File: config.mk
export PLATFORM = sky130hd
export DESIGN_NAME = flash_seg_decoder
export DESIGN_NICKNAME = d
export VERILOG_FILES = /design/src/rtl/fseg_pkg.sv /design/src/rtl/fseg_wr_check.sv /design/src/rtl/fseg_lookup.sv /design/src/rtl/flash_seg_decoder.sv
export SDC_FILE = /design/constraint.sdc
export NUM_CORES = 1
export LEC_CHECK = 0
export BUFFER_PORTS_ARGS = -buffer_cell sky130_fd_sc_hd__buf_4
export CORE_AREA = 2 2 194 196
export DETAILED_ROUTE_END_ITERATION = 16
export DIE_AREA = 0 0 196 198
export PLACE_DENSITY = 0.62
export REMOVE_ABC_BUFFERS = 1
export SLEW_MARGIN = 20
export SYNTH_ARGS = -nofsm -noshare
export SYNTH_HDL_FRONTEND = slang
export SYNTH_SLANG_ARGS = --single-unit
File: constraint.sdc
create_clock -name clk -period 18.2 [get_ports clk]
set_input_delay 1.82 -clock clk [delete_from_list [all_inputs] [get_ports clk]]
set_output_delay 1.82 -clock clk [all_outputs]
set_load 0.02 [all_outputs]
File: src/rtl/fseg_pkg.sv
// Shared types for the flash segment window decoder.
// Assumes 8-bit unit fields; flag bit positions are fixed here.
package fseg_pkg;
    localparam int UNIT_W    = 8;
    localparam int FLG_W     = 4;
    localparam int FLG_BASE  = 0;
    localparam int FLG_RANGE = 1;
    localparam int FLG_ALIGN = 2;
    localparam int FLG_OVLP  = 3;

    typedef struct packed {
        logic [UNIT_W-1:0] end_u;
        logic [UNIT_W-1:0] start_u;
    } seg_t;
endpackage

File: src/rtl/fseg_wr_check.sv
// Validates a candidate segment write against the current register file.
// Purely combinational; the caller gates the results with its write strobe.
// Assumes sel may exceed NUM_CS-1, in which case the current value reads as 0.
module fseg_wr_check
    import fseg_pkg::*;
#(
    parameter int          NUM_CS     = 5,
    parameter int          CS_W       = 3,
    parameter logic [7:0]  BASE_UNIT  = 8'h40,
    parameter logic [7:0]  SPAN_UNITS = 8'h20
) (
    input  logic [CS_W-1:0]   sel,
    input  logic [31:0]       wdata,
    input  seg_t [NUM_CS-1:0] segs,
    output seg_t              cand,
    output logic              same,
    output logic              discard,
    output logic              fix_base,
    output logic              misalign,
    output logic              overlap
);
    localparam logic [8:0] LIMIT_U = {1'b0, BASE_UNIT} + {1'b0, SPAN_UNITS};

    seg_t       cur;
    logic [7:0] size_u;
    logic [7:0] div_u;

    // Select the current content of the addressed register.
    always_comb begin
        cur = '0;
        for (int i = 0; i < NUM_CS; i++) begin
            if (sel == CS_W'(i)) cur = segs[i];
        end
    end

    // Form the candidate and pin the first device's start.
    always_comb begin
        cand.end_u   = wdata[31:24];
        cand.start_u = wdata[23:16];
        fix_base     = (sel == '0) && (wdata[23:16] != BASE_UNIT);
        if (fix_base) cand.start_u = BASE_UNIT;
        same    = (wdata == {cur.end_u, cur.start_u, 16'h0000});
        discard = (cand.end_u <= BASE_UNIT) || ({1'b0, cand.start_u} > LIMIT_U);
    end

    // Size and modulo alignment of a non-empty candidate.
    always_comb begin
        size_u   = (cand.end_u > cand.start_u) ? (cand.end_u - cand.start_u) : 8'd0;
        div_u    = (size_u == 8'd0) ? 8'd1 : size_u;
        misalign = (size_u != 8'd0) && ((cand.start_u % div_u) != 8'd0);
    end

    // Intersection with any other chip select's segment.
    always_comb begin
        overlap = 1'b0;
        for (int i = 0; i < NUM_CS; i++) begin
            if ((sel != CS_W'(i)) &&
                (cand.start_u < segs[i].end_u) &&
                (cand.end_u > segs[i].start_u))
                overlap = 1'b1;
        end
    end
endmodule

File: src/rtl/fseg_lookup.sv
// Decodes a bus address into the owning chip select and segment offset.
// Combinational; empty segments never match; the lowest index wins.
module fseg_lookup
    import fseg_pkg::*;
#(
    parameter int NUM_CS     = 5,
    parameter int CS_W       = 3,
    parameter int ADDR_W     = 32,
    parameter int UNIT_SHIFT = 23
) (
    input  logic [ADDR_W-1:0] addr,
    input  seg_t [NUM_CS-1:0] segs,
    output logic              hit,
    output logic [CS_W-1:0]   cs,
    output logic [ADDR_W-1:0] offset
);
    logic [ADDR_W-1:0] lo_a [NUM_CS];
    logic [ADDR_W-1:0] hi_a [NUM_CS];
    logic [NUM_CS-1:0] match;

    // Per-segment byte bounds and containment test.
    for (genvar g = 0; g < NUM_CS; g++) begin : g_seg
        assign lo_a[g]  = ADDR_W'(segs[g].start_u) << UNIT_SHIFT;
        assign hi_a[g]  = ADDR_W'(segs[g].end_u) << UNIT_SHIFT;
        assign match[g] = (segs[g].end_u > segs[g].start_u) &&
                          (addr >= lo_a[g]) && (addr < hi_a[g]);
    end

    // Priority pick: scan from the top so the lowest index is kept.
    always_comb begin
        hit    = 1'b0;
        cs     = '0;
        offset = '0;
        for (int i = NUM_CS - 1; i >= 0; i--) begin
            if (match[i]) begin
                hit    = 1'b1;
                cs     = CS_W'(i);
                offset = addr - lo_a[i];
            end
        end
    end
endmodule

File: src/rtl/flash_seg_decoder.sv
// Segment window register file with write validation and address lookup.
// Holds one start/end pair per chip select in 8 MB units, sticky error
// flags cleared by mask, and a combinational lookup port.
// Assumes synchronous active-low reset and a single write per cycle.
module flash_seg_decoder
    import fseg_pkg::*;
#(
    parameter int          NUM_CS      = 5,
    parameter int          ADDR_W      = 32,
    parameter int          UNIT_SHIFT  = 23,
    parameter logic [7:0]  BASE_UNIT   = 8'h40,
    parameter logic [7:0]  SPAN_UNITS  = 8'h20,
    parameter int          FIRST_UNITS = 8,
    parameter int          NEXT_UNITS  = 4,
    localparam int         CS_W        = (NUM_CS > 1) ? $clog2(NUM_CS) : 1
) (
    input  logic              clk,
    input  logic              rst_n,
    input  logic              cfg_wr_en,
    input  logic [CS_W-1:0]   cfg_sel,
    input  logic [31:0]       cfg_wdata,
    input  logic [CS_W-1:0]   cfg_rsel,
    output logic [31:0]       cfg_rdata,
    input  logic              flag_clr_en,
    input  logic [FLG_W-1:0]  flag_clr_mask,
    output logic [FLG_W-1:0]  err_flags,
    input  logic [ADDR_W-1:0] look_addr,
    output logic              look_hit,
    output logic [CS_W-1:0]   look_cs,
    output logic [ADDR_W-1:0] look_offset
);
    seg_t [NUM_CS-1:0] seg_q;
    logic [FLG_W-1:0]  err_q;
    seg_t              cand;
    logic              same, discard, fix_base, misalign, overlap;
    logic              sel_ok, wr_live;
    logic [FLG_W-1:0]  set_vec, clr_vec;

    // Reset value of one chip select's segment.
    function automatic seg_t dflt_seg(int idx);
        seg_t s;
        if (idx == 0) begin
            s.start_u = BASE_UNIT;
            s.end_u   = BASE_UNIT + 8'(FIRST_UNITS);
        end else begin
            s.start_u = BASE_UNIT + 8'(FIRST_UNITS + (idx - 1) * NEXT_UNITS);
            s.end_u   = s.start_u + 8'(NEXT_UNITS);
        end
        return s;
    endfunction

    fseg_wr_check #(
        .NUM_CS(NUM_CS), .CS_W(CS_W), .BASE_UNIT(BASE_UNIT), .SPAN_UNITS(SPAN_UNITS)
    ) u_check (
        .sel(cfg_sel), .wdata(cfg_wdata), .segs(seg_q), .cand(cand),
        .same(same), .discard(discard), .fix_base(fix_base),
        .misalign(misalign), .overlap(overlap)
    );

    fseg_lookup #(
        .NUM_CS(NUM_CS), .CS_W(CS_W), .ADDR_W(ADDR_W), .UNIT_SHIFT(UNIT_SHIFT)
    ) u_look (
        .addr(look_addr), .segs(seg_q), .hit(look_hit), .cs(look_cs), .offset(look_offset)
    );

    // Qualify the write and build the flag set/clear vectors.
    always_comb begin
        sel_ok  = (32'(cfg_sel) < NUM_CS);
        wr_live = cfg_wr_en && sel_ok && !same;
        set_vec = '0;
        if (wr_live) begin
            set_vec[FLG_BASE]  = fix_base;
            set_vec[FLG_RANGE] = discard;
            set_vec[FLG_ALIGN] = misalign && !discard;
            set_vec[FLG_OVLP]  = overlap && !discard;
        end
        clr_vec = flag_clr_en ? flag_clr_mask : '0;
    end

    // Segment registers and sticky flags.
    always_ff @(posedge clk) begin
        if (!rst_n) begin
            for (int i = 0; i < NUM_CS; i++) seg_q[i] <= dflt_seg(i);
            err_q <= '0;
        end else begin
            for (int i = 0; i < NUM_CS; i++) begin
                if (wr_live && !discard && (cfg_sel == CS_W'(i))) seg_q[i] <= cand;
            end
            err_q <= (err_q & ~clr_vec) | set_vec;
        end
    end

    // Register read mux; unused low bits and bad selects read zero.
    always_comb begin
        cfg_rdata = '0;
        for (int i = 0; i < NUM_CS; i++) begin
            if (cfg_rsel == CS_W'(i))
                cfg_rdata = {seg_q[i].end_u, seg_q[i].start_u, 16'h0000};
        end
    end

    assign err_flags = err_q;


    base_pin_chk: assert property (@(posedge clk) disable iff (!rst_n)
        seg_q[0].start_u == BASE_UNIT);


    range_drop_chk: assert property (@(posedge clk) disable iff (!rst_n)
        (cfg_wr_en && sel_ok && !same && discard) |=> $stable(seg_q));


    same_write_chk: assert property (@(posedge clk) disable iff (!rst_n)
        (cfg_wr_en && sel_ok && same && !flag_clr_en) |=> ($stable(seg_q) && $stable(err_q)));


    flag_sticky_chk: assert property (@(posedge clk) disable iff (!rst_n)
        ((err_q & ~clr_vec) != '0) |=> ((($past(err_q) & ~$past(clr_vec)) & ~err_q) == '0));


    miss_zero_chk: assert property (@(posedge clk) disable iff (!rst_n)
        !look_hit |-> (look_cs == '0 && look_offset == '0));


    hit_index_chk: assert property (@(posedge clk) disable iff (!rst_n)
        look_hit |-> (32'(look_cs) < NUM_CS));

    for (genvar g = 0; g < NUM_CS; g++) begin : g_hold

        reg_hold_chk: assert property (@(posedge clk) disable iff (!rst_n)
            !(cfg_wr_en && cfg_sel == CS_W'(g)) |=> $stable(seg_q[g]));
    end
endmodule

==> key figures <==
Outcome
  • Status: completed

Detailed routing
  • Via density: 5.92
  • ANT nets after route: 0
  • Drt drc: 0
  • DRT iter0 DRCs: 1,259
  • Drt total wl: 50,300 um
  • First-pass detailed-route iteration total: 6
  • WL/cell: 22.0 um
  • Via count: 13.5k

Yosys
  • Compound-Gate Fraction of Synth Area: 0.247
  • Main combinational cell family by area after synthesis: compound AO/OA/AOI/OAI gates
  • Synth top area share: 0.226
  • Netlist Area Pre-Place: 0.0131 mm2
  • Post-Synth XOR/XNOR Area: 0.0255
  • Synth Area in Simple Gates: 0.213
  • Avg Synthesized Cell Area: 7.65 um2
  • Yosys top cell by area: ha_1
  • Adder-cell share of the synthesized area: 0.237
  • FF+latch count, synth: 84
  • Ys Warns: 0
  • Seq/Total Area, Yosys: 0.129
  • Cells after Synth: 1,707
  • Area contributors post-synth: ha_1 23%, dfxtp_1 13%, mux2i_1 4.9%
  • Async SR Flop Fraction: 0
  • Multiplexer share of the synthesized area: 0.0760
  • Main synth FF type: dfxtp_1
  • EDFF count, synth: 0
  • Yosys cell types: 84

Clocking
  • Root buf cell: clkbuf_16
  • CTS clk-pin slew, worst paths: 0.07 ns
  • CTS Buf Count: 9
  • Clk_lat worst skew: 0.38 ns
  • Hold buffers post-CTS: 0
  • CTS tree: yes
  • H-tree Lvls: 3
  • Clk buf depth: 2
  • Clock Sinks: 84

Worst setup path
  • Worst path slowest cell: or3_1
  • WP data arrival: 17.31 ns
  • Crit Path Max Fanout: 21
  • CP max stage delay: 0.45 ns
  • CP Class: in -> reg
  • CP Capture Type: flip-flop
  • Worst setup startpoint: cfg_sel[2]
  • FF-to-FF Start: seg_q[55]
  • Crit path required time: 18.47 ns
  • Most used cell, CP: ha_1
  • Startpoint types: input port
  • FF-to-FF path depth: 9

Placement
  • DP Wirelength: 40,000 um
  • Port-buffer cells: 133
  • Gpl congestion: 0.958
  • Placement Setup Slack: 0.582 ns

Power and ir drop
  • Seq pwr share: 0.097
  • Leakage: 6.55 nW
  • Internal Power: 0.984 mW
  • Max IR drop VDD: 236 uV
  • Switching share of power: 0.495
  • Cell Pwr Density: 131 mW/mm2
  • Switching power: 0.963 mW
  • Comb power frac: 0.799
  • Clock share of power: 0.104
  • Power, Total: 1.95 mW

STA
  • # setup viols final: 0
  • Rel. slew slack: 0.331
  • Hold Vio Cnt, Final: 0
  • Layout Skew: 0.0164 ns
  • Final Max Tran Viols: 0
  • Worst slew pin tran: 0.999 ns
  • Max Freq: 0.0587 GHz
  • Post-layout min period: 17.04 ns
  • PnR worst setup slack: 1.16 ns
  • Fin crit share: 0.937
  • Final hold slack: 0.467 ns
  • Setup TNS: 0 ns
  • RSZ-0062 raised after global routing: false

Final layout
  • Post-layout util: 0.401
  • Share of cells above drive strength 1: 0.125
  • NumNets Final: 2,129
  • Commonest cells after routing, fill and taps aside: 236 x ha_1, 160 x buf_4, 132 x inv_1
  • Antenna cells: 0
  • Leading cell type in the layout, fill and taps excluded: ha_1
  • Area grow syn2layout: 13.5%

Floorplanning
  • Die height: 198 um
  • Die ar.: 0.0388 mm2
  • CORE AREA: 0.0370 mm2
  • Die X: 196 um
  • Top-level port count: 150
  • Initial cell density of the core: 0.354
  • Num rows: 71

Global routing
  • Vias in the first global route: 12.6k
  • Grt ovf: 0
  • Antenna violations before repair: 0
  • Pin count of the biggest net entering global routing: 57
  • First-pass GRT wire length: 75,600 um
  • GRT Resource Usage Total: 0.255

Min path
  • Hold WC Path Type: reg -> reg
  • Hold path cells: 2
  • Hold_sp: seg_q[39]

Run
  • Max Cap Viol: 0
## power by group through the flow
stage | Combinational [mW] | Clock, mW | Sequential [mW]
3_5_place_dp | 1.49 | 0 | 0.193
2_1_floorplan | 1.13 | 0 | 0.192
5_1_grt | 1.74 | 0.212 | 0.189
3_3_place_gp | 1.48 | 0 | 0.193
4_1_cts | 1.50 | 0.204 | 0.188
6_report | 1.56 | 0.203 | 0.188
## per-layer routing
layer  track usage  part of all wire
met1         0.365              0.45
met2         0.398              0.44
met3        0.0346             0.083
met4        0.0699             0.026
met5             0                 0
## through the flow
stage          std cells  area, um2
5_1_grt             2287      14800
2_1_floorplan       1637      12700
4_1_cts             2282      14800
3_5_place_dp        2266      14400
6_report            2287      14800
3_3_place_gp        2266      14400
## timing repair
item,in CTS,in global routing
setup buffers,0,5
endpoints found under the setup margin,0,1
gates resized for setup,0,11
## cells in the mapped netlist, types with 15 or more instances
library cell	count
a211oi_1	22
a21boi_0	15
a21o_1	27
a21oi_1	110
a22oi_1	22
and2_1	20
and3_1	16
buf_2	20
buf_4	18
clkbuf_1	39
dfxtp_1	84
ha_1	236
inv_1	133
mux2i_1	64
nand2_1	131
nand2b_1	33
nand3_1	26
nand4_1	34
nor2_1	115
nor2b_1	89
nor3_1	26
o211ai_1	34
o21a_1	34
o21ai_0	110
o22ai_1	18
xnor2_1	23
xor2_1	15
## registers in the layout (all words and copies together) (netlist names)
name and cells:
seg_q 80, err_flags 4
## worst max-delay path: cells and delay by family
kind	cells	cell delay (ns)
compound gates	34	6.86
simple gates	26	4.48
fa+ha+maj	10	2.97
mux	1	0.39
buf+inv	5	0.77
## final timing paths
check / to / slack (ns)
setup reg to reg: seg_q[13] / 14.36
hold reg to reg: seg_q[39] / 0.47
setup / recovery: err_flags[2] / 1.16
hold / removal: seg_q[39] / 0.47
## area by class of cell
type	count	area, um2
inverter	134	507
timing repair buffer	160	1200
clock inverter	6	71.3
multi-input combinational	1419	10500
tap	474	593
sequential	84	1680
clock buffer	10	239
fill	3848	22100
## logic make-up (layout without fill, tap and decap cells)
family / after synthesis / count (layout)
AOI/OAI and AO/OA: 493 / 493
buffers and inverters: 219 / 310
adders and majority gates: 243 / 243
other: 1 / 16
muxes: 85 / 85
xor gates and xnor gates: 38 / 38
and+or+nand+nor: 544 / 544
DFF: 84 / 84
Power figures use the tool's default switching activity.
